## src/rtl/ce_pkg.sv

```systemverilog
package ce_pkg;

    localparam int NZCV_W = 4;

    typedef enum logic [3:0] {
        C_EQ = 4'b0000,
        C_NE = 4'b0001,
        C_CS = 4'b0010,
        C_CC = 4'b0011,
        C_MI = 4'b0100,
        C_PL = 4'b0101,
        C_VS = 4'b0110,
        C_VC = 4'b0111,
        C_HI = 4'b1000,
        C_LS = 4'b1001,
        C_GE = 4'b1010,
        C_LT = 4'b1011,
        C_GT = 4'b1100,
        C_LE = 4'b1101,
        C_AL = 4'b1110,
        C_NV = 4'b1111
    } cond_e;

    typedef struct packed {
        logic n;
        logic z;
        logic c;
        logic v;
    } nzcv_t;

    // Predicate table. The low bit of each pair inverts the base test.
    function automatic logic cond_holds(cond_e cc, nzcv_t f);
        logic base;
        case (cc[3:1])
            3'd0:    base = f.z;
            3'd1:    base = f.c;
            3'd2:    base = f.n;
            3'd3:    base = f.v;
            3'd4:    base = f.c & ~f.z;
            3'd5:    base = ~(f.n ^ f.v);
            3'd6:    base = ~f.z & ~(f.n ^ f.v);
            default: base = 1'b1;
        endcase
        if (cc[3:1] == 3'd7) begin
            return 1'b1;
        end
        return cc[0] ? ~base : base;
    endfunction

endpackage

```

## src/rtl/ce_cond_eval.sv

```systemverilog
module ce_cond_eval
    import ce_pkg::*;
(
    input  logic  clk,
    input  logic  rst,
    input  cond_e cond,
    input  nzcv_t flags,
    output logic  holds
);

    assign holds = cond_holds(cond, flags);


    eq_ne_chk: assert property (@(posedge clk) disable iff (rst)
        (cond == C_EQ || cond == C_NE) |-> (holds == (flags.z ^ (cond == C_NE))));


    hi_chk: assert property (@(posedge clk) disable iff (rst)
        (cond == C_HI) |-> (holds == (flags.c && !flags.z)));


    gt_chk: assert property (@(posedge clk) disable iff (rst)
        (cond == C_GT) |-> (holds == (!flags.z && (flags.n == flags.v))));


    always_chk: assert property (@(posedge clk) disable iff (rst)
        (cond == C_AL || cond == C_NV) |-> holds);

endmodule

```

## src/rtl/ce_flag_store.sv

```systemverilog
module ce_flag_store
    import ce_pkg::*;
#(
    parameter int GE_W = 4
) (
    input  logic            clk,
    input  logic            rst,
    input  logic            wr_en,
    input  nzcv_t           nzcv_d,
    input  logic            sat_d,
    input  logic [GE_W-1:0] ge_d,
    output nzcv_t           nzcv_q,
    output logic            sat_q,
    output logic [GE_W-1:0] ge_q
);

    always_ff @(posedge clk) begin
        if (rst) begin
            nzcv_q <= '0;
            sat_q  <= 1'b0;
        end else if (wr_en) begin
            nzcv_q <= nzcv_d;
            sat_q  <= sat_d;
        end
    end

    // One register per greater-or-equal lane.
    for (genvar g = 0; g < GE_W; g++) begin : g_ge
        always_ff @(posedge clk) begin
            if (rst) begin
                ge_q[g] <= 1'b0;
            end else if (wr_en) begin
                ge_q[g] <= ge_d[g];
            end
        end
    end


    reset_clear_chk: assert property (@(posedge clk)
        rst |=> (nzcv_q == '0 && !sat_q && ge_q == '0));


    hold_chk: assert property (@(posedge clk) disable iff (rst)
        !wr_en |=> ($stable(nzcv_q) && $stable(sat_q) && $stable(ge_q)));

endmodule

```

## src/rtl/ce_flag_evaluator.sv

```systemverilog
module ce_flag_evaluator
    import ce_pkg::*;
#(
    parameter int GE_W = 4
) (
    input  logic              clk,
    input  logic              rst,
    input  logic              valid_i,
    input  logic [3:0]        cond_i,
    input  logic              set_flags_i,
    input  logic [NZCV_W-1:0] new_nzcv_i,
    input  logic              new_sat_i,
    input  logic [GE_W-1:0]   new_ge_i,
    output logic              pass_o,
    output logic [NZCV_W-1:0] nzcv_o,
    output logic              sat_o,
    output logic [GE_W-1:0]   ge_o
);

    nzcv_t cur_flags;
    logic  holds;
    logic  wr_en;

    ce_cond_eval u_eval (
        .clk   (clk),
        .rst   (rst),
        .cond  (cond_e'(cond_i)),
        .flags (cur_flags),
        .holds (holds)
    );

    assign pass_o = valid_i & holds;
    assign wr_en  = pass_o & set_flags_i;

    ce_flag_store #(.GE_W(GE_W)) u_store (
        .clk    (clk),
        .rst    (rst),
        .wr_en  (wr_en),
        .nzcv_d (nzcv_t'(new_nzcv_i)),
        .sat_d  (new_sat_i),
        .ge_d   (new_ge_i),
        .nzcv_q (cur_flags),
        .sat_q  (sat_o),
        .ge_q   (ge_o)
    );

    assign nzcv_o = cur_flags;


    fail_blocks_chk: assert property (@(posedge clk) disable iff (rst)
        (valid_i && !pass_o) |=> ($stable(nzcv_o) && $stable(sat_o) && $stable(ge_o)));


    write_lands_chk: assert property (@(posedge clk) disable iff (rst)
        (valid_i && set_flags_i && pass_o) |=> (nzcv_o == $past(new_nzcv_i)));


    idle_low_chk: assert property (@(posedge clk) disable iff (rst)
        !valid_i |-> !pass_o);

endmodule

```

## config.mk

```make
export PLATFORM = sky130hd
export DESIGN_NAME = ce_flag_evaluator
export DESIGN_NICKNAME = d
export VERILOG_FILES = /design/src/rtl/ce_pkg.sv /design/src/rtl/ce_cond_eval.sv /design/src/rtl/ce_flag_store.sv /design/src/rtl/ce_flag_evaluator.sv
export SDC_FILE = /design/constraint.sdc
export NUM_CORES = 1
export LEC_CHECK = 0
export ABC_AREA = 0
export BUFFER_PORTS_ARGS = -buffer_cell sky130_fd_sc_hd__clkbuf_2
export CAP_MARGIN = 0
export CORE_AREA = 8 8 45 47
export DETAILED_ROUTE_END_ITERATION = 8
export DIE_AREA = 0 0 53 55
export PLACE_DENSITY = 0.71
export RECOVER_POWER = 100
export SYNTH_ARGS = -nofsm -noshare
export SYNTH_HDL_FRONTEND = slang
export SYNTH_SLANG_ARGS = --single-unit
```

## constraint.sdc

```tcl
create_clock -name clk -period 2.2 [get_ports clk]
set_input_delay 0 -clock clk [delete_from_list [all_inputs] [get_ports clk]]
set_output_delay 0 -clock clk [all_outputs]
set_load 0.02 [all_outputs]
```

-- Word level (Yosys, flattened, before mapping)
Cells that the tools add are included.
- bits in registers: 9
- memory bits (writable): 0
- memory bits (read-only): 0
- memories: 0
- output and inout bits: 10
- bits in latches: 0
- input port bits: 17
- word-level logic and storage cells: 30
- shift operators: 0
- multiplexer cells: 5
- multiply operators: 0
- bitwise gates (word level): 8
- $add $sub $neg: 0
- div/mod/pow operators: 0
- equality and inequality tests: 7
- order comparisons: 0
- reductions and logical operators: 1
- operators by type and width (kind ; count):
    equality test 3 bit, second input constant ; 4
    case mux 1 bit (7 select lines) ; 1
    equality test 3 x 2 -> 1 bit, second input constant ; 2
    AND 1 bit ; 4
    2-to-1 mux 1 bit ; 4
    equality test 3 x 1 -> 1 bit, second input constant ; 1
    zero test 3 bit ; 1
    inverter 1 bit ; 3
    XOR 1 bit ; 1

-- Depth between registers and ports, before layout
Gate-level depths: netlist (run 1).
- depth after elaboration: 9
- depth in mapped cells: 5
- depth with buffers taken out: 5

-- Hierarchy
A second synthesis (run 1) with hierarchy kept.
- cell total of the unflattened synthesis: 49
- area, all modules: 461.7 µm²
- modules (own cells, without submodules) (module ; cells an instance ; area an instance (µm²) ; times used):
    ce_flag_store ; 29 ; 319.1 ; 1
    ce_cond_eval ; 18 ; 130.1 ; 1
    ce_flag_evaluator ; 2 ; 12.5 ; 1

-- Least setup slack after synthesis (run 1)
Ideal clock, no wire load.
- path type: flip-flop to flip-flop
- from: register u_store.nzcv_q[0] (netlist name)
- to: register u_store.ge_q[0]
- arrival time: 1.775 ns
- slack: 0.354 ns
- path buffers: 0
- stages on the path, launching flop included: 5
- cell sequence: dfxtp_1 mux4_2 o22ai_2 mux2i_4 mux2i_1
- longest elaborated chain between the ends: 9
- ends and longest elaborated chain (element ; line ; text):
    start, declared ; ce_flag_store.sv:12 ; output nzcv_t nzcv_q,
    start signal, assigned ; ce_flag_store.sv:22 ; nzcv_q <= nzcv_d;
    XOR 1 bit ; ce_pkg.sv:40, ce_pkg.sv:41 ;
    inverter 1 bit ; ce_pkg.sv:40, ce_pkg.sv:41 ;
    AND 1 bit ; ce_pkg.sv:41 ; 3'd6: base = ~f.z & ~(f.n ^ f.v);
    case mux 1 bit (7 select lines) * ; ce_pkg.sv:34 ; case (cc[3:1])
    inverter 1 bit ; ce_pkg.sv:47 ; return cc[0] ? ~base : base;
    2-to-1 mux 1 bit * (2 in a row) ; ce_pkg.sv:47 ;
    AND 1 bit * ; ce_flag_evaluator.sv:32 ; assign pass_o = valid_i & holds;
    AND 1 bit * ; ce_flag_evaluator.sv:33 ; assign wr_en = pass_o & set_flags_i;
    end signal, assigned by index ; ce_flag_store.sv:33 ; ge_q[g] <= ge_d[g];
    end, declared ; ce_flag_store.sv:14 ; output logic [GE_W-1:0] ge_q
Mark *: on every way between the ends. The rest lies on a longest branch, timed or not.
A chain may end at the register's enable or synchronous reset.

-- Worst setup path in the final report (run 1)
Same ends and word-level chain as after synthesis.

==> results.toml, run 1 <==
[status]
status = "completed"

[cells_and_area]
fin_cells = 107
n_antenna_cell = 0
regArea_sq_um = 180
final_nets = 109
multi_input_area_sq_um = 339
final_area_sq_um = 782
fillers = 137
final_layout_size_suffix_gt1_share_pct = 27.5
area_delta_synth_final_pct = 47.4

[power]
clkPwrFrac_pct = 31.2
p_int_mw = 0.295
ir_drop_mv = 0.350
power_leakage_nw = 0.372
p_switching_mw = 0.113
swShare_pct = 27.7
seqPwrFrac_pct = 43.6
power_mw = 0.408
power.share.combinational_pct = 25.1
power.density_mw_per_mm2 = 522

[sta]
setup_viol = 0
fin_crit_ns = 1.89
relSlewSlack_pct = 69.8
setup_tns_ns = 0
maxSlewViolCount = 0
fin_crit_sh_pct = 85.9
skew_ns = 0.00269
finalHoldViolCount = 0
rsz0062_at_grt = "no"
worstMarginPinSlew_ns = 0.444
fmax_ghz = 0.529
fin_ws_ns = 0.310

[setup_path]
crit_path_max_incr_delay_ns = 0.50
crit_required_ns = 2.39
crit_type = "flop to flop"
rr_startpoint = "u_store.nzcv_q[0]"
reg2reg_depth = 4
crit_fanout = 9
slowest_stage = "mux2i_4"
reg2reg_to = "u_store.ge_q[0]"
startpoint_type = "flop"
end_kind = "flop"
cp_cell_sequence = "mux4_2 -> o22ai_2 -> mux2i_4 -> mux2i_1"
crit_arrival_ns = 2.08
r2r_slack_ns = 0.31

[clock_tree]
cts_max_level = 1
clkTransAtPathRegs_ns = 0.06
cts_buffer_depth = 2
clock_latency_ns = 0.26
root_buffer = "clkbuf_4"
cts_buffers = 3
cts_tree = "built"
cts_resized = 0
cts.sinks = 9

[yosys]
yosys-top-cells-area = "dfxtp_1 (34%), nand2b_1 (21%), mux2i_1 (17%), mux2i_4 (4.2%), mux4_2 (4.2%)"
netlist_area_sq_um = 531
synth_warnings = 0
synth_top_area_share_pct = 34.0
synth-async-reset-ratio_pct = 0
ys_ff_latch = 9
yosys.cell_count.top_type = "nand2b_1"
netlist_instances = 53
avgSynthCellArea_sq_um = 10.0
ys_seq_area_share_pct = 34.0
synth_edf_count = 0
yosysTopAreaCell = "dfxtp_1"
yosysUniqueCellTypes = 18
synth.net_count = 70
ys.flop_type = "dfxtp_1"
synth_common_cells = "nand2b_1 (18), dfxtp_1 (9), mux2i_1 (9), a21oi_1 (2), inv_1 (2)"

[hold_path]
hp-start = "rst"
hold_path_end = "u_store.nzcv_q[1]"
min_path_type = "input pin to flop"
holdPathStages = 3

[grt]
antenna_found_initial = 0
grt_pass1_vias = 527
gr-usage-all-layers_pct = 9.32
grt_max_degree = 19
grt_overflow = 0
grt_pass1_wl_mm = 2.10

[routing]
drt_pass1_iterations = 3
drcViolationCount = 0
routedWlPerCell_um = 11.4
via_per_inst = 4.63
num_vias = 495
drtAntennaViolNets = 0
drtIter0Drc = 4
wl_mm = 1.22

[place]
pre_cts_ws_ns = 0.314
gp_congestion = 0.809
dp.cells = 94
numPortBuffers = 26
post-dp-hpwl_um = 912
placed_area_sq_um = 677

[floorplanning]
die_height_um = 55
die_area_sq_mm = 0.00292
num_rows = 14
start_util_pct = 38.3
ios = 27
die_w_um = 53
fp.coreArea_sq_mm = 0.00138

[flow_run]
max_cap_viol_count = 0
## through the flow
step / utilization, % / hold slack, ns
after global placement: 48.9 / 0.247
after global routing: 56.5 / 0.254
after CTS: 57.3 / 0.200
after detailed placement: 48.9 / 0.246
after floorplan: - / 0.152
final: 56.5 / 0.189
## how the worst max path moves through the flow
stage                       from                end
4_1_cts        u_store.nzcv_q[0]    u_store.ge_q[2]
2_1_floorplan  u_store.nzcv_q[0]    u_store.ge_q[0]
6_report       u_store.nzcv_q[0]    u_store.ge_q[0]
5_1_grt        u_store.nzcv_q[0]  u_store.nzcv_q[0]
3_5_place_dp   u_store.nzcv_q[0]    u_store.ge_q[2]
3_3_place_gp   u_store.nzcv_q[0]    u_store.ge_q[2]
## cells in the final DEF (no fill, tap or decap), types with 2 or more instances in the layout
cell type and n:
mux2i_1 9, inv_1 2, clkbuf_1 10, clkbuf_4 3, clkbuf_2 17, nand2b_1 18, dlygate4sd3_1 9, dfxtp_1 9
a21oi_1 2
## worst max-delay path, delay by kind of cell (launching register included)
family          cells  cell delay [ns]
compound gates      1             0.26
flops               1             0.34
mux                 3             1.22
## metal layers
| metal | vias up | wire [um] | track usage [%] |
|---|---|---|---|
| met4 | 0 | 8 | 3.88 |
| li1 | 257 | - | - |
| met5 | - | 0 | 0 |
| met1 | 212 | 561 | 11.0 |
| met3 | 2 | 145 | 4.55 |
| met2 | 24 | 503 | 14.1 |
## final cells by class
cell class	instances	area share, %
multi-input cells	41	43.4
flip-flops and latches	9	23.0
clock buffers	4	3.36
inverters	2	0.960
well taps	16	2.56
repair buffers	35	26.7
## registers in the layout (all words and copies together), names as in the netlist
signal and count:
u_store.ge_q 4, u_store.nzcv_q 4, u_store.sat_q 1
## timing repair
action | 4_1_cts | 5_1_grt
hold buffers | 9 | 0
setup buffers | 0 | 0
endpoints found under the hold margin | 9 | 0
## power groups by stage
stage / sequential, mW / clock [mW] / combinational, mW
2_1_floorplan: 0.191 / 0 / 0.0502
3_3_place_gp: 0.181 / 0 / 0.0928
3_5_place_dp: 0.182 / 0 / 0.0931
4_1_cts: 0.178 / 0.132 / 0.106
5_1_grt: 0.180 / 0.137 / 0.114
6_report: 0.178 / 0.128 / 0.103
## cells by family (layout without fill, tap and decap cells)
group,after synthesis,after routing,synth area share (%)
AOI/OAI and AO/OA,6,6,8.96
muxes,11,11,25.5
and+or+nand+nor,22,22,26.2
xor gates and xnor gates,2,2,3.30
buffers and inverters,3,41,2.12
DFF,9,9,34.0
(Power assumes the default switching activity.)
==> inputs of run 2 (changes only) <==
Settings changed: CTS_BUF_LIST set to sky130_fd_sc_hd__clkbuf_16.
==> run 2 against run 1 <==
Against the previous run: clock power is 150% higher; hold slack worse by 0.18 ns; first-iteration DRC count is 50% lower; maximum frequency is 0.49% higher; combinational power is 12% lower; sequential cell count stayed put; register-to-register slack hardly changed; final cell count is 8.4% lower; clock skew is 0.0020 ns lower; critical endpoint is now u_store.ge_q[2]; critical path depth stayed put.
==> results.toml, run 2 (synthesis results as in run 1) <==
[status]
status = "completed"

[power]
power.share.combinational_pct = 15.5
swShare_pct = 22.2
power_leakage_nw = 0.362
seqPwrFrac_pct = 30.7
p_switching_mw = 0.130
p_int_mw = 0.453
clkPwrFrac_pct = 53.8
power.density_mw_per_mm2 = 783
ir_drop_mv = 0.411
power_mw = 0.583

[sta]
setup_viol = 0
rsz0062_at_grt = "no"
fin_crit_ns = 1.88
setup_tns_ns = 0
fin_crit_sh_pct = 85.5
finalHoldViolCount = 0
relSlewSlack_pct = 69.7
fmax_ghz = 0.532
worstMarginPinSlew_ns = 0.445
skew_ns = 0.000696
maxSlewViolCount = 0

[cells_and_area]
n_antenna_cell = 0
layout_commonest_cell = "nand2b_1"
final_nets = 100
area_delta_synth_final_pct = 40.3
fin_cells = 98
final_layout_size_suffix_gt1_share_pct = 30.5
final_cell_mix = "nand2b_1 (18), clkbuf_2 (17), mux2i_1 (9), clkbuf_1 (9), dfxtp_1 (9)"
largest_registers = "u_store.ge_q: 4 flops, u_store.nzcv_q: 4 flops, u_store.sat_q: 1 flops"

[setup_path]
crit_path_max_incr_delay_ns = 0.50
reg2reg_to = "u_store.ge_q[2]"
crit_fanout = 9
end_kind = "flop"
crit_arrival_ns = 2.04
crit_required_ns = 2.36
slowest_stage = "mux2i_4"
startpoint_type = "flop"
crit_type = "flop to flop"
r2r_slack_ns = 0.32
reg2reg_depth = 4
rr_startpoint = "u_store.nzcv_q[0]"
cp_cell_sequence = "mux4_2 -> o22ai_2 -> mux2i_4 -> mux2i_1"

[floorplanning]
die_w_um = 53
start_util_pct = 38.3
num_rows = 14
die_height_um = 55
ios = 27
die_area_sq_mm = 0.00292
fp.coreArea_sq_mm = 0.00138

[clock_tree]
post-cts-setup-buffers = 0
cts_buffer_depth = 2
clock_latency_ns = 0.23
hold_buffers = 0
cts_max_level = 1
root_buffer = "clkbuf_16"
cts_buffers = 3
cts_tree = "built"
cts_resized = 0
cts.sinks = 9
clkTransAtPathRegs_ns = 0.04

[routing]
drtIter0Drc = 2
routedWlPerCell_um = 12.1
drcViolationCount = 0
via_per_inst = 4.77
num_vias = 467
drtAntennaViolNets = 0
wl_mm = 1.19
drt_pass1_iterations = 3

[grt]
grt_max_degree = 19
grt_overflow = 0
gr-usage-all-layers_pct = 9.80
grt_pass1_vias = 504
grt_pass1_wl_mm = 2.07
antenna_found_initial = 0

[hold_path]
hp-start = "new_nzcv_i[0]"
min_path_type = "input pin to flop"
hold_path_end = "u_store.nzcv_q[0]"
holdPathStages = 3

[place]
numPortBuffers = 26
gp_congestion = 0.809
dp.cells = 94
post-dp-hpwl_um = 912

[flow_run]
max_cap_viol_count = 0
[run 2: changes by cell type in the layout (fill, tap and decap cells not counted)]
| cell | previous run | this run |
|---|---|---|
| clkbuf_1 | 10 | 9 |
| dlygate4sd3_1 | 9 | 0 |
| clkbuf_4 | 3 | 0 |
| inv_1 | 2 | 3 |
| clkbuf_16 | 0 | 3 |
[run 2: final cells by class]
class	count	area (sq um)
multi-input combinational	41	339
timing repair buffer	26	119
fill	142	639
clock buffer	3	75.1
inverter	2	7.51
tap	16	20.0
clock inverter	1	3.75
sequential	9	180
[run 2: worst max-delay path: cells and delay by family, from the launching register on]
kind,cells,cell delay (ns)
AO/OA/AOI/OAI,1,0.26
flip-flops,1,0.33
multiplexers,3,1.21
[run 2: how the worst max path moves through the flow]
stage / to / from
2_1_floorplan: u_store.ge_q[0] / u_store.nzcv_q[0]
3_3_place_gp: u_store.ge_q[2] / u_store.nzcv_q[0]
3_5_place_dp: u_store.ge_q[2] / u_store.nzcv_q[0]
4_1_cts: u_store.ge_q[0] / u_store.nzcv_q[0]
5_1_grt: u_store.nzcv_q[0] / u_store.nzcv_q[0]
6_report: u_store.ge_q[2] / u_store.nzcv_q[0]
[run 2: per-layer routing]
| metal | GRT usage [%] | up-vias | part of all wire [%] | wire, um |
|---|---|---|---|---|
| li1 | - | 238 | - | - |
| met1 | 11.3 | 200 | 47 | 557 |
| met2 | 12.5 | 25 | 37 | 440 |
| met3 | 6.15 | 4 | 13 | 158 |
| met4 | 7.76 | 0 | 2.6 | 31 |
| met5 | 0 | - | 0 | 0 |
[run 2: power by group through the flow]
stage	Clock [mW]	Sequential, mW	Combinational (mW)
2_1_floorplan	0	0.191	0.0502
6_report	0.314	0.179	0.0902
3_5_place_dp	0	0.182	0.0931
5_1_grt	0.327	0.181	0.101
3_3_place_gp	0	0.181	0.0928
4_1_cts	0.321	0.179	0.0938
[run 2: metrics by stage]
stage	setup slack, ns	utilization (%)	hold slack (ns)	area [sq um]
2_1_floorplan	0.354	-	0.152	531
3_3_place_gp	0.329	48.9	0.247	677
3_5_place_dp	0.314	48.9	0.246	677
4_1_cts	0.297	54.6	0.00309	756
5_1_grt	0.168	53.8	0.0220	744
6_report	0.319	53.8	0.00453	744
==> inputs of run 3 (changes only) <==
Settings changed: CELL_PAD_IN_SITES_DETAIL_PLACEMENT set to 1, CELL_PAD_IN_SITES_GLOBAL_PLACEMENT set to 2, CORE_AREA 8 8 45 47 to unset, CORE_MARGIN set to 8, CORE_UTILIZATION set to 24, DIE_AREA 0 0 53 55 to unset, PLACE_DENSITY 0.71 to unset, PLACE_DENSITY_LB_ADDON set to 0.1.
==> run 3 against run 2 <==
Against the previous run: clock skew is essentially flat; power shrank 0.54%; first-iteration DRC count grew to 6.0 times the previous value; sequential cell count is the same; global-route usage shrank 3.4 points; non-clock buffer count is the same; largest power group unchanged; final cell count grew 12%; sequential share of layout area shrank 0.48 points; via count grew 0.64%; critical endpoint is now u_store.nzcv_q[1]; critical path type unchanged.
==> results.toml, run 3 (synthesis results as in run 1) <==
[sta]
fin_crit_sh_pct = 86.5
skew_ns = 0.000328
setup_viol = 0
fin_crit_ns = 1.90
finalHoldViolCount = 0
worstMarginPinSlew_ns = 0.458
fmax_ghz = 0.526
rsz0062_at_grt = "no"
maxSlewViolCount = 0
relSlewSlack_pct = 68.8
setup_tns_ns = 0

[clock_tree]
cts_resized = 0
cts_tree = "built"
cts_buffer_depth = 2
hold_buffers = 0
cts_max_level = 1
cts_buffers = 3
post-cts-setup-buffers = 0
clkTransAtPathRegs_ns = 0.04
clock_latency_ns = 0.23
root_buffer = "clkbuf_16"
cts.sinks = 9

[power]
power_leakage_nw = 0.362
ir_drop_mv = 0.400
power_mw = 0.580
power.density_mw_per_mm2 = 763

[setup_path]
end_kind = "flop"
crit_type = "flop to flop"
crit_fanout = 9
startpoint_type = "flop"
crit_required_ns = 2.35
crit_arrival_ns = 2.06

[floorplanning]
die_area_sq_mm = 0.00397
start_util_pct = 24.7
num_rows = 17
die_height_um = 63.0
ios = 27
fp.coreArea_sq_mm = 0.00215
die_w_um = 63.0

[cells_and_area]
n_antenna_cell = 0
final_layout_size_suffix_gt1_share_pct = 30.5
fillers = 276
layout_commonest_cell = "nand2b_1"
area_delta_synth_final_pct = 43.2
final_cell_mix = "nand2b_1 (18), clkbuf_2 (17), mux2i_1 (9), clkbuf_1 (9), dfxtp_1 (9)"
final_nets = 100
multi_input_area_sq_um = 339
largest_registers = "u_store.ge_q: 4 flops, u_store.nzcv_q: 4 flops, u_store.sat_q: 1 flops"
regArea_sq_um = 180

[routing]
drtIter0Drc = 12
via_per_inst = 4.27
drcViolationCount = 0
drt_pass1_iterations = 3
wl_mm = 1.29
routedWlPerCell_um = 11.7
drtAntennaViolNets = 0
num_vias = 470

[grt]
antenna_found_initial = 0
gr-usage-all-layers_pct = 6.42
grt_overflow = 0
grt_pass1_vias = 525
grt_max_degree = 19
grt_pass1_wl_mm = 2.17

[status]
status = "completed"

[place]
numPortBuffers = 26
post-dp-hpwl_mm = 1.05
gp_congestion = 0.665

[flow_run]
max_cap_viol_count = 0

[hold_path]
min_path_type = "input pin to flop"
## run 3: cell counts in the layout (fill, tap and decap cells not counted)
Identical to the previous run, type by type.
## run 3: routing by layer
metal  global-route usage (%)  wire length [um]  vias up
met2                     10.5               551       20
met3                     3.23               126        0
met4                     2.56                 0        0
met1                     6.84               609      211
li1                         -                 -      239
met5                        0                 0        -
## run 3: final cells by class
class / instances / area share [%]
Clock buffer: 3 / 9.88
Clock inverter: 1 / 0.494
Inverter: 2 / 0.988
Multi-Input combinational cell: 41 / 44.6
Sequential cell: 9 / 23.7
Tap cell: 28 / 4.61
Timing Repair Buffer: 26 / 15.7
## run 3: power by group
part | internal [mW] | switching [mW]
Combinational | 0.0437 | 0.0475
Sequential | 0.173 | 0.00641
Clock | 0.237 | 0.0728
## run 3: worst paths after layout
check / startpoint / endpoint / slack, ns / depth (start not counted)
worst max-delay path: u_store.nzcv_q[2] / u_store.nzcv_q[1] / 0.30 / 4
worst min-delay path: new_ge_i[3] / u_store.ge_q[3] / 0.009 / 3
worst max register to register: u_store.nzcv_q[2] / u_store.nzcv_q[1] / 0.30 / 4
worst min register to register: u_store.ge_q[3] / u_store.ge_q[3] / 0.47 / 2
## run 3: stage by stage
| step | cell area (sq um) | utilization, % | hold WS (ns) | instances | worst slack, ns |
|---|---|---|---|---|---|
| detailed placement | 692 | 32.2 | 0.251 | 106 | 0.256 |
| global placement | 692 | 32.2 | 0.247 | 106 | 0.289 |
| finish | 759 | 35.4 | 0.00935 | 110 | 0.297 |
| global route | 759 | 35.4 | 0.0195 | 110 | 0.185 |
| floorplan | 531 | - | 0.152 | 53 | 0.354 |
| CTS | 771 | 35.9 | 0.00905 | 110 | 0.255 |
## run 3: worst max-delay path, stage by stage, from the launching register on
cell and delay [ns]:
dfxtp_1 0.34, mux4_2 0.47, o22ai_2 0.26, mux2i_4 0.51
mux2i_1 0.24
